<file path="src/rtl/cfdw_pkg.sv">
package cfdw_pkg;
  localparam int LEN_W      = 24;
  localparam int LAST_BIT   = 30;
  localparam int LEN_LIMIT  = 1 << 20;
  localparam int CNT_W      = 5;

  typedef enum logic [1:0] {
    OP_NONE = 2'd0,
    OP_MOVE = 2'd1,
    OP_XOR  = 2'd2,
    OP_PQ   = 2'd3
  } op_e;

  typedef enum logic [1:0] {
    ST_OK     = 2'd0,
    ST_MALFORM = 2'd1,
    ST_LENGTH = 2'd2
  } status_e;

  typedef enum logic [1:0] {
    S_IDLE,
    S_REQ,
    S_WAIT,
    S_DONE
  } fsm_e;

  typedef struct packed {
    op_e        op;
    logic [3:0] srcm1;
    logic [2:0] blk;
    logic       irq_err;
    logic       dep;
  } cmd_t;
endpackage

</file>
<file path="src/rtl/cfdw_entry_dec.sv">
module cfdw_entry_dec #(
  parameter int ADDR_W = 64
) (
  input  logic [31:0]             w0,
  input  logic [31:0]             w1,
  input  logic [31:0]             w2,
  output logic [cfdw_pkg::LEN_W-1:0] len,
  output logic                    last,
  output logic [ADDR_W-1:0]       addr
);
  logic [63:0] full_addr;
  logic        unused_bits;

  assign full_addr   = {w1, w2};
  assign addr        = full_addr[ADDR_W-1:0];
  assign len         = w0[cfdw_pkg::LEN_W-1:0];
  assign last        = w0[cfdw_pkg::LAST_BIT];
  assign unused_bits = ^{w0[31], w0[29:cfdw_pkg::LEN_W], full_addr};
endmodule

</file>
<file path="src/rtl/cfdw_cmd_dec.sv">
module cfdw_cmd_dec (
  input  logic [31:0]    word,
  output cfdw_pkg::cmd_t cmd
);
  logic unused_bits;

  always_comb begin
    cmd.op      = cfdw_pkg::op_e'(word[1:0]);
    cmd.srcm1   = word[7:4];
    cmd.blk     = word[10:8];
    cmd.irq_err = word[12];
    cmd.dep     = word[13];
  end

  assign unused_bits = ^{word[31:14], word[11], word[3:2]};
endmodule

</file>
<file path="src/rtl/cfdw_addr_bank.sv">
module cfdw_addr_bank #(
  parameter int ADDR_W = 64,
  parameter int SLOTS  = 2,
  parameter int IDX_W  = 1
) (
  input  logic                    clk,
  input  logic                    rst_n,
  input  logic                    wr_en,
  input  logic [IDX_W-1:0]        wr_idx,
  input  logic [ADDR_W-1:0]       wr_addr,
  output logic [SLOTS*ADDR_W-1:0] slots_flat
);
  for (genvar i = 0; i < SLOTS; i++) begin : g_slot
    logic [ADDR_W-1:0] slot_q;
    always_ff @(posedge clk or negedge rst_n) begin
      if (!rst_n)                                slot_q <= '0;
      else if (wr_en && wr_idx == IDX_W'(i))     slot_q <= wr_addr;
    end
    assign slots_flat[i*ADDR_W +: ADDR_W] = slot_q;
  end
endmodule

</file>
<file path="src/rtl/cfdw_walker.sv">
module cfdw_walker
  import cfdw_pkg::*;
#(
  parameter int ADDR_W  = 64,
  parameter int MAX_SRC = 16
) (
  input  logic                      clk,
  input  logic                      rst_n,
  input  logic                      start_valid,
  output logic                      start_ready,
  input  logic [ADDR_W-1:0]         start_addr,
  output logic                      mem_req_valid,
  input  logic                      mem_req_ready,
  output logic [ADDR_W-1:0]         mem_req_addr,
  input  logic                      mem_rsp_valid,
  input  logic [31:0]               mem_rsp_data,
  output logic                      job_valid,
  input  logic                      job_ready,
  output logic [1:0]                job_status,
  output logic [1:0]                job_opcode,
  output logic [4:0]                job_nsrc,
  output logic [2:0]                job_blk,
  output logic                      job_irq_err,
  output logic                      job_dep,
  output logic [23:0]               job_len,
  output logic [2*ADDR_W-1:0]       job_dst_addr,
  output logic [MAX_SRC*ADDR_W-1:0] job_src_addr
);
  localparam int MAX_ENT = MAX_SRC + 3;
  localparam int ENT_W   = $clog2(MAX_ENT + 1);

  fsm_e              state;
  logic [ADDR_W-1:0] base_q, cmd_ptr_q;
  logic [ENT_W-1:0]  ent_q;
  logic [1:0]        wsel_q;
  logic [31:0]       w0_q, w1_q;
  cmd_t              cmd_q;
  logic [CNT_W-1:0]  nsrc_q;
  logic [LEN_W-1:0]  len_ref_q;
  logic              mal_q, len_err_q;

  logic [LEN_W-1:0]  e_len;
  logic              e_last;
  logic [ADDR_W-1:0] e_addr;
  cmd_t              c_dec;

  cfdw_entry_dec #(.ADDR_W(ADDR_W)) u_entry (
    .w0(w0_q), .w1(w1_q), .w2(mem_rsp_data),
    .len(e_len), .last(e_last), .addr(e_addr)
  );

  cfdw_cmd_dec u_cmd (.word(mem_rsp_data), .cmd(c_dec));

  logic             rsp_take, entry_done, cmd_done, is_dst;
  logic [ENT_W-1:0] ndst;

  assign rsp_take   = (state == S_WAIT) && mem_rsp_valid;
  assign entry_done = rsp_take && (wsel_q == 2'd2);
  assign cmd_done   = rsp_take && (wsel_q == 2'd3);
  assign ndst       = (cmd_q.op == OP_PQ) ? ENT_W'(2) : ENT_W'(1);
  assign is_dst     = (ent_q <= ndst);

  logic dst_we, src_we;
  assign dst_we = entry_done && (ent_q != '0) && is_dst;
  assign src_we = entry_done && (ent_q != '0) && !is_dst && (nsrc_q < CNT_W'(MAX_SRC));

  cfdw_addr_bank #(.ADDR_W(ADDR_W), .SLOTS(2), .IDX_W(1)) u_dst (
    .clk(clk), .rst_n(rst_n), .wr_en(dst_we), .wr_idx(~ent_q[0]),
    .wr_addr(e_addr), .slots_flat(job_dst_addr)
  );

  cfdw_addr_bank #(.ADDR_W(ADDR_W), .SLOTS(MAX_SRC), .IDX_W(CNT_W)) u_src (
    .clk(clk), .rst_n(rst_n), .wr_en(src_we), .wr_idx(nsrc_q),
    .wr_addr(e_addr), .slots_flat(job_src_addr)
  );

  always_ff @(posedge clk or negedge rst_n) begin
    if (!rst_n) begin
      state     <= S_IDLE;
      base_q    <= '0;
      cmd_ptr_q <= '0;
      ent_q     <= '0;
      wsel_q    <= '0;
      w0_q      <= '0;
      w1_q      <= '0;
      cmd_q     <= '0;
      nsrc_q    <= '0;
      len_ref_q <= '0;
      mal_q     <= 1'b0;
      len_err_q <= 1'b0;
    end else begin
      case (state)
        S_IDLE: if (start_valid) begin
          base_q    <= start_addr;
          ent_q     <= '0;
          wsel_q    <= '0;
          nsrc_q    <= '0;
          len_ref_q <= '0;
          mal_q     <= 1'b0;
          len_err_q <= 1'b0;
          state     <= S_REQ;
        end
        S_REQ: if (mem_req_ready) state <= S_WAIT;
        S_WAIT: if (mem_rsp_valid) begin
          case (wsel_q)
            2'd0: begin w0_q <= mem_rsp_data; wsel_q <= 2'd1; state <= S_REQ; end
            2'd1: begin w1_q <= mem_rsp_data; wsel_q <= 2'd2; state <= S_REQ; end
            2'd3: begin
              cmd_q <= c_dec;
              if (c_dec.op == OP_NONE) begin
                mal_q <= 1'b1;
                state <= S_DONE;
              end else begin
                ent_q  <= ENT_W'(1);
                wsel_q <= 2'd0;
                state  <= S_REQ;
              end
            end
            default: begin
              if (ent_q == '0) begin
                cmd_ptr_q <= e_addr;
                if (e_last) begin
                  mal_q <= 1'b1;
                  state <= S_DONE;
                end else begin
                  wsel_q <= 2'd3;
                  state  <= S_REQ;
                end
              end else begin
                if (ent_q == ENT_W'(1))    len_ref_q <= e_len;
                else if (e_len != len_ref_q) len_err_q <= 1'b1;
                if (e_len > LEN_W'(LEN_LIMIT)) len_err_q <= 1'b1;
                if (!is_dst) nsrc_q <= nsrc_q + CNT_W'(1);
                if (e_last) begin
                  state <= S_DONE;
                end else if (ent_q == ENT_W'(MAX_ENT - 1)) begin
                  mal_q <= 1'b1;
                  state <= S_DONE;
                end else begin
                  ent_q  <= ent_q + ENT_W'(1);
                  wsel_q <= 2'd0;
                  state  <= S_REQ;
                end
              end
            end
          endcase
        end
        S_DONE: if (job_ready) state <= S_IDLE;
        default: state <= S_IDLE;
      endcase
    end
  end

  logic [CNT_W-1:0] want_src;
  logic             count_bad;
  assign want_src  = {1'b0, cmd_q.srcm1} + CNT_W'(1);
  assign count_bad = (nsrc_q != want_src) || (nsrc_q > CNT_W'(MAX_SRC)) ||
                     ((cmd_q.op == OP_MOVE) && (nsrc_q != CNT_W'(1)));

  assign start_ready   = (state == S_IDLE);
  assign mem_req_valid = (state == S_REQ);
  assign mem_req_addr  = (wsel_q == 2'd3) ? cmd_ptr_q
                                          : base_q + ADDR_W'({ent_q, wsel_q, 2'b00});
  assign job_valid     = (state == S_DONE);
  assign job_status    = (mal_q || count_bad) ? ST_MALFORM :
                         len_err_q            ? ST_LENGTH  : ST_OK;
  assign job_opcode    = cmd_q.op;
  assign job_nsrc      = nsrc_q;
  assign job_blk       = cmd_q.blk;
  assign job_irq_err   = cmd_q.irq_err;
  assign job_dep       = cmd_q.dep;
  assign job_len       = len_ref_q;

  a_r2_req_hold: assert property (@(posedge clk) disable iff (!rst_n)
    mem_req_valid && !mem_req_ready |=> mem_req_valid && $stable(mem_req_addr));
  a_r2_no_req_in_flight: assert property (@(posedge clk) disable iff (!rst_n)
    mem_req_valid && mem_req_ready |=> !mem_req_valid);
  a_r9_job_hold: assert property (@(posedge clk) disable iff (!rst_n)
    job_valid && !job_ready |=> job_valid && $stable(job_status) &&
    $stable(job_src_addr) && $stable(job_dst_addr) && $stable(job_len));
  a_r1_busy: assert property (@(posedge clk) disable iff (!rst_n)
    job_valid |-> !start_ready && !mem_req_valid);
  a_r7_ok_count: assert property (@(posedge clk) disable iff (!rst_n)
    job_valid && job_status == ST_OK |-> job_nsrc >= 5'd1 && job_nsrc <= 5'(MAX_SRC));
  a_r7_move_single: assert property (@(posedge clk) disable iff (!rst_n)
    job_valid && job_status == ST_OK && job_opcode == OP_MOVE |-> job_nsrc == 5'd1);
  a_r8_ok_len: assert property (@(posedge clk) disable iff (!rst_n)
    job_valid && job_status == ST_OK |-> job_len <= 24'h100000);
endmodule

</file>
<file path="config.mk">
export PLATFORM = sky130hd
export DESIGN_NAME = cfdw_walker
export DESIGN_NICKNAME = d
export VERILOG_FILES = /design/src/rtl/cfdw_pkg.sv /design/src/rtl/cfdw_entry_dec.sv /design/src/rtl/cfdw_cmd_dec.sv /design/src/rtl/cfdw_addr_bank.sv /design/src/rtl/cfdw_walker.sv
export SDC_FILE = /design/constraint.sdc
export NUM_CORES = 2
export LEC_CHECK = 0
export CAP_MARGIN = 10
export CORE_AREA = 4 4 520 522
export DETAILED_ROUTE_END_ITERATION = 8
export DIE_AREA = 0 0 524 526
export DONT_BUFFER_PORTS = 1
export GPL_TIMING_DRIVEN = 0
export MAX_ROUTING_LAYER = met4
export PLACE_DENSITY = 0.4
export SETUP_SLACK_MARGIN = 0.5
export SYNTH_ARGS = -nofsm -noshare
export SYNTH_HDL_FRONTEND = slang
export SYNTH_HIERARCHICAL = 1
export SYNTH_SLANG_ARGS = --single-unit
</file>
<file path="constraint.sdc">
create_clock -name clk -period 4 [get_ports clk]
set_input_delay 1 -clock clk [delete_from_list [all_inputs] [get_ports clk]]
set_output_delay 1 -clock clk [all_outputs]
set_load 0.01 [all_outputs]
</file>
* Yosys cells after proc, flatten, opt, wreduce, memory -nomap -nowiden *
Index checks and enable logic that the tools add are counted.

word-level totals
  register bits after elaboration = 1394
  input port bits = 102
  output and inout port bits = 1257
  word-level logic and storage cells = 202

operators by class
  $add $sub $neg = 4
  order comparisons = 4
  equality and inequality tests = 49
  muxes and demuxes = 59
  bitwise operators = 2
  reduce and logical (&&, ||, !) cells = 50

operators with widths
  operator                number
  $mux W24                5
  $add A64 B9 Y64         1
  $mux W64                1
  $mux W5                 10
  $pmux W24 S2            1
  $eq A5 B4 Y1 const B    8
  $mux W2                 19
  $pmux W5 S2             3
  $logic_and A1 B1 Y1     25
  $gt A24 B21 Y1 const B  1
  $ne A24 B24 Y1          1
  $eq A5 B3 Y1 const B    4
  $reduce_and A6 Y1       3
  $reduce_and A8 Y1       2
  $mux W1                 13
  $ne A2 B2 Y1 const B    6
  $ne A3 B2 Y1 const B    4
  $add A5 B1 Y5 const B   2
  $eq A2 B2 Y1 const B    5
  $eq A5 B1 Y1 const B    2
  $eq A5 B2 Y1 const B    2
  $logic_not A5 Y1        2
  $reduce_and A3 Y1       3
  $ne A4 B2 Y1 const B    2
  other kinds (29)        43

* Depth between registers and ports, before layout *
  depth in word-level cells = 8
  mapped depth = 12
  mapped depth without buffers = 9

* Modules after synthesis *
The synthesis kept the hierarchy.

by module, submodules not included
  module                   times used  cells each  area an instance (µm²)  seq. area each (µm²)
  cfdw_addr_bank at u_src  1           2238        38449.4                 25624.6
  cfdw_walker              1           1131        12328.1                 6080.8
  cfdw_addr_bank at u_dst  1           271         5139.9                  3203.1
  cfdw_entry_dec           1           89          668.1                   0.0
  cfdw_cmd_dec             1           11          82.6                    0.0

* Least setup slack after synthesis *
OpenSTA, ideal clock, no wires.

  path kind = reg-to-output
  start = register ent_q[4]
  end = output port mem_req_addr[41]
  data arrival time = 2.483 ns
  data required time = 3.000 ns
  slack = 0.517 ns
  cell stages (with the launch flop) = 9
  path buffers = 2
  path through = dfrtp_1 -> ha_1 -> buf_2 -> o21a_1 -> o211ai_1 -> or4_1 -> clkbuf_1 -> or4_1 -> a31oi_1

on the way
  cells in the longest elaborated chain, start to end = 2

RTL lines
  element                   line                RTL
  start: declaration        cfdw_walker.sv:34   logic [ENT_W-1:0] ent_q;
  start signal: assignment  cfdw_walker.sv:140  ent_q <= ent_q + ENT_W'(1);
  $add A64 B9 Y64           cfdw_walker.sv:163  : base_q + ADDR_W'({ent_q, wsel_q, 2'b00});
  $mux W64                  cfdw_walker.sv:162  assign mem_req_addr = (wsel_q == 2'd3) ? cmd_ptr_q
  end: declaration          cfdw_walker.sv:14   output logic [ADDR_W-1:0] mem_req_addr,

Every way passes these cells.

* Final worst setup path *
  start = register ent_q[3]
  end = output port mem_req_addr[42]

Same word-level chain as after synthesis.

==> summary.txt <==
Status
  – Outcome: complete, but fails checks
  – Failing checks: negative setup slack

Drt
  – DRC violations left: 0
  – First-pass iteration count of the detailed router: 7
  – Routed len/inst: ~35 microns
  – Iteration-0 DRC Markers: 1,974
  – Sum of routed wire length over all layers: 271,000 microns
  – Antenna-violating nets left: 0
  – Total via count in the routed design: 34,119
  – Post-DR vias/cell: 4.41

Timing
  – Min Tclk post-route: 4.36 ns
  – Max-slew violation count: 0
  – Final worst clock skew: ~0.029 ns
  – Hold violation count in the final report: 0
  – Share of the clock period used by the worst path after layout: 1.09
  – Final TNS setup: -7.16 ns
  – Worst Max-Slew Pin Slew: around 1.2 ns
  – RSZ-0062 raised after global routing: true
  – Worst slack on hold paths: 0.0799 ns
  – Slew HR: 0.230
  – Fin worst setup slack: -0.357 ns
  – Final count of negative-setup-slack endpoints: 43
  – Maximum frequency from static timing analysis: about 0.23 GHz

Pwr
  – Switching portion of total power: 0.320
  – Design internal power: roughly 27 mW
  – Peak supply drop: approximately 0.4 mV
  – Share of power burned in combinational logic: 0.195
  – Sequential share of power: 0.406
  – Total chip power: approximately 39 mW
  – Areal power density over the cells: 556 mW/mm^2
  – Leakage component of the power: approximately 34 nW
  – Switch Pwr: 12.6 mW
  – Clk pwr share: 0.399

GRT
  – Residual overflow from global routing: 0
  – Largest net degree at the start of global routing: 304
  – Number of global-route vias before repair: 35,576
  – Tot GR Track Use: 0.194
  – Number of antenna violations at the first check in global routing: 45
  – First-pass GRT wire length: about 350,000 microns

Layout
  – Share of layout cells above drive strength 1: 0.537
  – NumNets Final: 4,162
  – Final Non-Filler Cells: 7,743
  – Final design instance area without fill: a little over 0.07 sq mm
  – Core occupancy in the finished layout: 0.267
  – Layout-stage area growth over the synthesis result: 25.6%

Flow run
  – Number of violations of the max-capacitance limit: 0

Clock network
  – Number of buffers between clock root and the deepest sink: 4
  – Reg clk slew, reported paths: approximately 0.060 ns
  – Total CTS buffers: 169
  – Clock latency on the worst-skew pair: 0.81 ns
  – TritonCTS sink count: between 1,000 and 1,500
  – # H-tree levels: 4
  – Cell at the root of the clock tree: sky130_fd_sc_hd__clkbuf_16
  – Clock tree from TritonCTS: yes

Setup path
  – Crit path launch: ent_q[3]$_DFFE_PN0P_
  – Arrival time worst endpoint: 3.36 ns
  – Crit path capture: mem_req_addr[42]
  – Worst Path Buf+Inv: 1
  – Destination of the worst register-to-register timing path: u_src/g_slot[5].slot_q[38]$_DFFE_PN0P_
  – Slowest stage cell on the critical path: sky130_fd_sc_hd__or4_4
  – Data required time at the worst endpoint: 3.00 ns
  – Crit path depth: 7
  – Origin of the critical flop-to-flop path: ent_q[1]$_DFFE_PN0P_
  – CP top delay family: simple AND/OR/NAND/NOR gates
  – Delay of the slowest cell on the worst path: 0.51 ns
  – Most Frequent Cell on Critical Path: sky130_fd_sc_hd__or4_4
  – Worst Reg2Reg Path Length in Cells: 14
  – R2r setup slk: 0.56 ns
  – List of cells traversed by the critical path: ha_4, o211ai_1, o211a_4, or4_4, buf_8, or4_4, a31oi_4
  – Largest fanout on the critical path: 10
  – Crit. End Element: output pin
  – Worst setup path category: flip-flop to output pin
  – Critical Path Source Type: flip-flop

Yosys
  – Total nets after synthesis: 3,846
  – Count of synthesis-stage warnings from yosys: 6
  – Gate Count Post-Synth: 3,726
  – Netlist Area Pre-Place: 0.0564 sq mm
  – Mean Syn Cell Area: around 15 sq um

Place
  – GP Congestion: between 0.8 and 0.9
  – Detailed placement HPWL: 195,000 microns
  – Cell count after placement: 7,268
  – Pre-CTS setup slack: -0.853 ns
  – Total placed instance area: 0.0611 sq mm
  – Count of buffers from port buffering: 0

Floorplanning
  – Total I/O pin count: between 1,000 and 1,500
  – Initial core utilization: 0.213
  – Floorplan Core Area: roughly 0.27 sq mm
  – Die width: 524 microns
  – Number of core rows: 189
  – Full die area: approximately 0.28 sq mm
  – Die H: 526 microns

Worst hold path
  – Type of the tightest min-delay check: input pin to asynchronous set/reset pin
cells in the final DEF (no fill, tap or decap), types with 12 or more instances in the layout:
master,n
sky130_fd_sc_hd__clkinv_2,36
sky130_fd_sc_hd__nand3_1,25
sky130_fd_sc_hd__buf_4,204
sky130_fd_sc_hd__or3_4,12
sky130_fd_sc_hd__buf_2,12
sky130_fd_sc_hd__a31oi_4,37
sky130_fd_sc_hd__buf_8,14
sky130_fd_sc_hd__bufinv_16,12
sky130_fd_sc_hd__mux2_2,1275
sky130_fd_sc_hd__nor2_1,53
sky130_fd_sc_hd__buf_12,43
sky130_fd_sc_hd__clkbuf_16,185
sky130_fd_sc_hd__buf_16,12
sky130_fd_sc_hd__mux2_4,67
sky130_fd_sc_hd__or4_4,20
sky130_fd_sc_hd__o21ai_2,14
sky130_fd_sc_hd__xnor2_1,22
sky130_fd_sc_hd__xor2_1,20
sky130_fd_sc_hd__diode_2,38
sky130_fd_sc_hd__inv_1,14
sky130_fd_sc_hd__buf_6,74
sky130_fd_sc_hd__dfrtp_2,22
sky130_fd_sc_hd__clkbuf_1,121
sky130_fd_sc_hd__dfrtp_1,1365
sky130_fd_sc_hd__clkbuf_8,43
sky130_fd_sc_hd__nand2_1,112
sky130_fd_sc_hd__nand4_1,18
sky130_fd_sc_hd__o21ai_0,44
sky130_fd_sc_hd__a21oi_1,12
sky130_fd_sc_hd__nor4_1,13
repair_timing:
| action | in CTS | in global routing |
|---|---|---|
| hold endpoints to repair | 11 | 0 |
| endpoints found under the setup margin | 1090 | 799 |
| gates resized for setup | 421 | 158 |
| buffers inserted | 68 | 50 |
| hold buffers | 1 | 0 |
| pin swaps | 77 | 62 |
| gates cloned | 6 | 8 |
flip-flops by register name, summed over array words and instances, names as in the netlist:
name,flops
len_err_q,1
cmd_q,4
job_irq_err,1
base_q,64
w0_q,25
job_dep,1
mal_q,1
job_nsrc,5
u_dst/g_slot.slot_q,128
cmd_ptr_q,64
job_opcode,2
job_len,24
u_src/g_slot.slot_q,1024
w1_q,32
state,2
ent_q,5
job_blk,3
wsel_q,2
worst min-delay path by stage:
stage / startpoint / end / slack [ns] / cells after the start
floorplan: mal_q$_DFFE_PN0P_ / mal_q$_DFFE_PN0P_ / 0.46 / 2
global placement: w0_q[4]$_DFFE_PN0P_ / w0_q[4]$_DFFE_PN0P_ / 0.48 / 1
detailed placement: w0_q[4]$_DFFE_PN0P_ / w0_q[4]$_DFFE_PN0P_ / 0.49 / 1
CTS: rst_n / u_src/g_slot[1].slot_q[5]$_DFFE_PN0P_ / 0.12 / 1
global route: rst_n / u_src/g_slot[1].slot_q[5]$_DFFE_PN0P_ / 0.17 / 1
finish: rst_n / u_src/g_slot[1].slot_q[5]$_DFFE_PN0P_ / 0.08 / 1
cell type report:
type / count / area, sq um
sequential: 1388 / 34800
timing repair buffer: 144 / 1780
tap: 3533 / 4420
multi-input combinational: 1974 / 21100
clock buffer: 238 / 4870
buffer: 348 / 3020
antenna: 38 / 95.1
inverter: 17 / 70.1
clock inverter: 63 / 748
fill: 27200 / 194000
metal layers:
metal  global-route usage  part of all wire  vias up
met3               0.0741              0.10      259
met1                0.221              0.38    18551
met2                0.323              0.50     1440
met4               0.0398             0.020        0
li1                     -                 -    13869
met5                    -                 0        -
power by group through the flow:
| stage | sequential [mW] | clock, mW | combinational (mW) |
|---|---|---|---|
| 2_1_floorplan | 15.8 | 0 | 3.17 |
| 6_report | 16.0 | 15.7 | 7.68 |
| 3_3_place_gp | 16.2 | 0 | 6.17 |
| 5_1_grt | 16.1 | 16.7 | 8.15 |
| 3_5_place_dp | 16.2 | 0 | 6.53 |
| 4_1_cts | 16.0 | 16.2 | 7.51 |
worst register-to-register path, stage by stage, from the launching register on:
cell                       delay [ns]
sky130_fd_sc_hd__dfrtp_2         0.44
sky130_fd_sc_hd__buf_4           0.15
sky130_fd_sc_hd__buf_6           0.11
sky130_fd_sc_hd__inv_2           0.07
sky130_fd_sc_hd__ha_2            0.17
sky130_fd_sc_hd__or4b_4          0.46
sky130_fd_sc_hd__clkbuf_8        0.15
sky130_fd_sc_hd__and4_4          0.14
sky130_fd_sc_hd__a21boi_4        0.16
sky130_fd_sc_hd__nor2b_4         0.18
sky130_fd_sc_hd__and4bb_4        0.23
sky130_fd_sc_hd__buf_6           0.16
sky130_fd_sc_hd__nand2_8         0.22
sky130_fd_sc_hd__buf_4           0.32
sky130_fd_sc_hd__mux2_2          0.38
No activity file was read; power rests on OpenSTA's default activity.
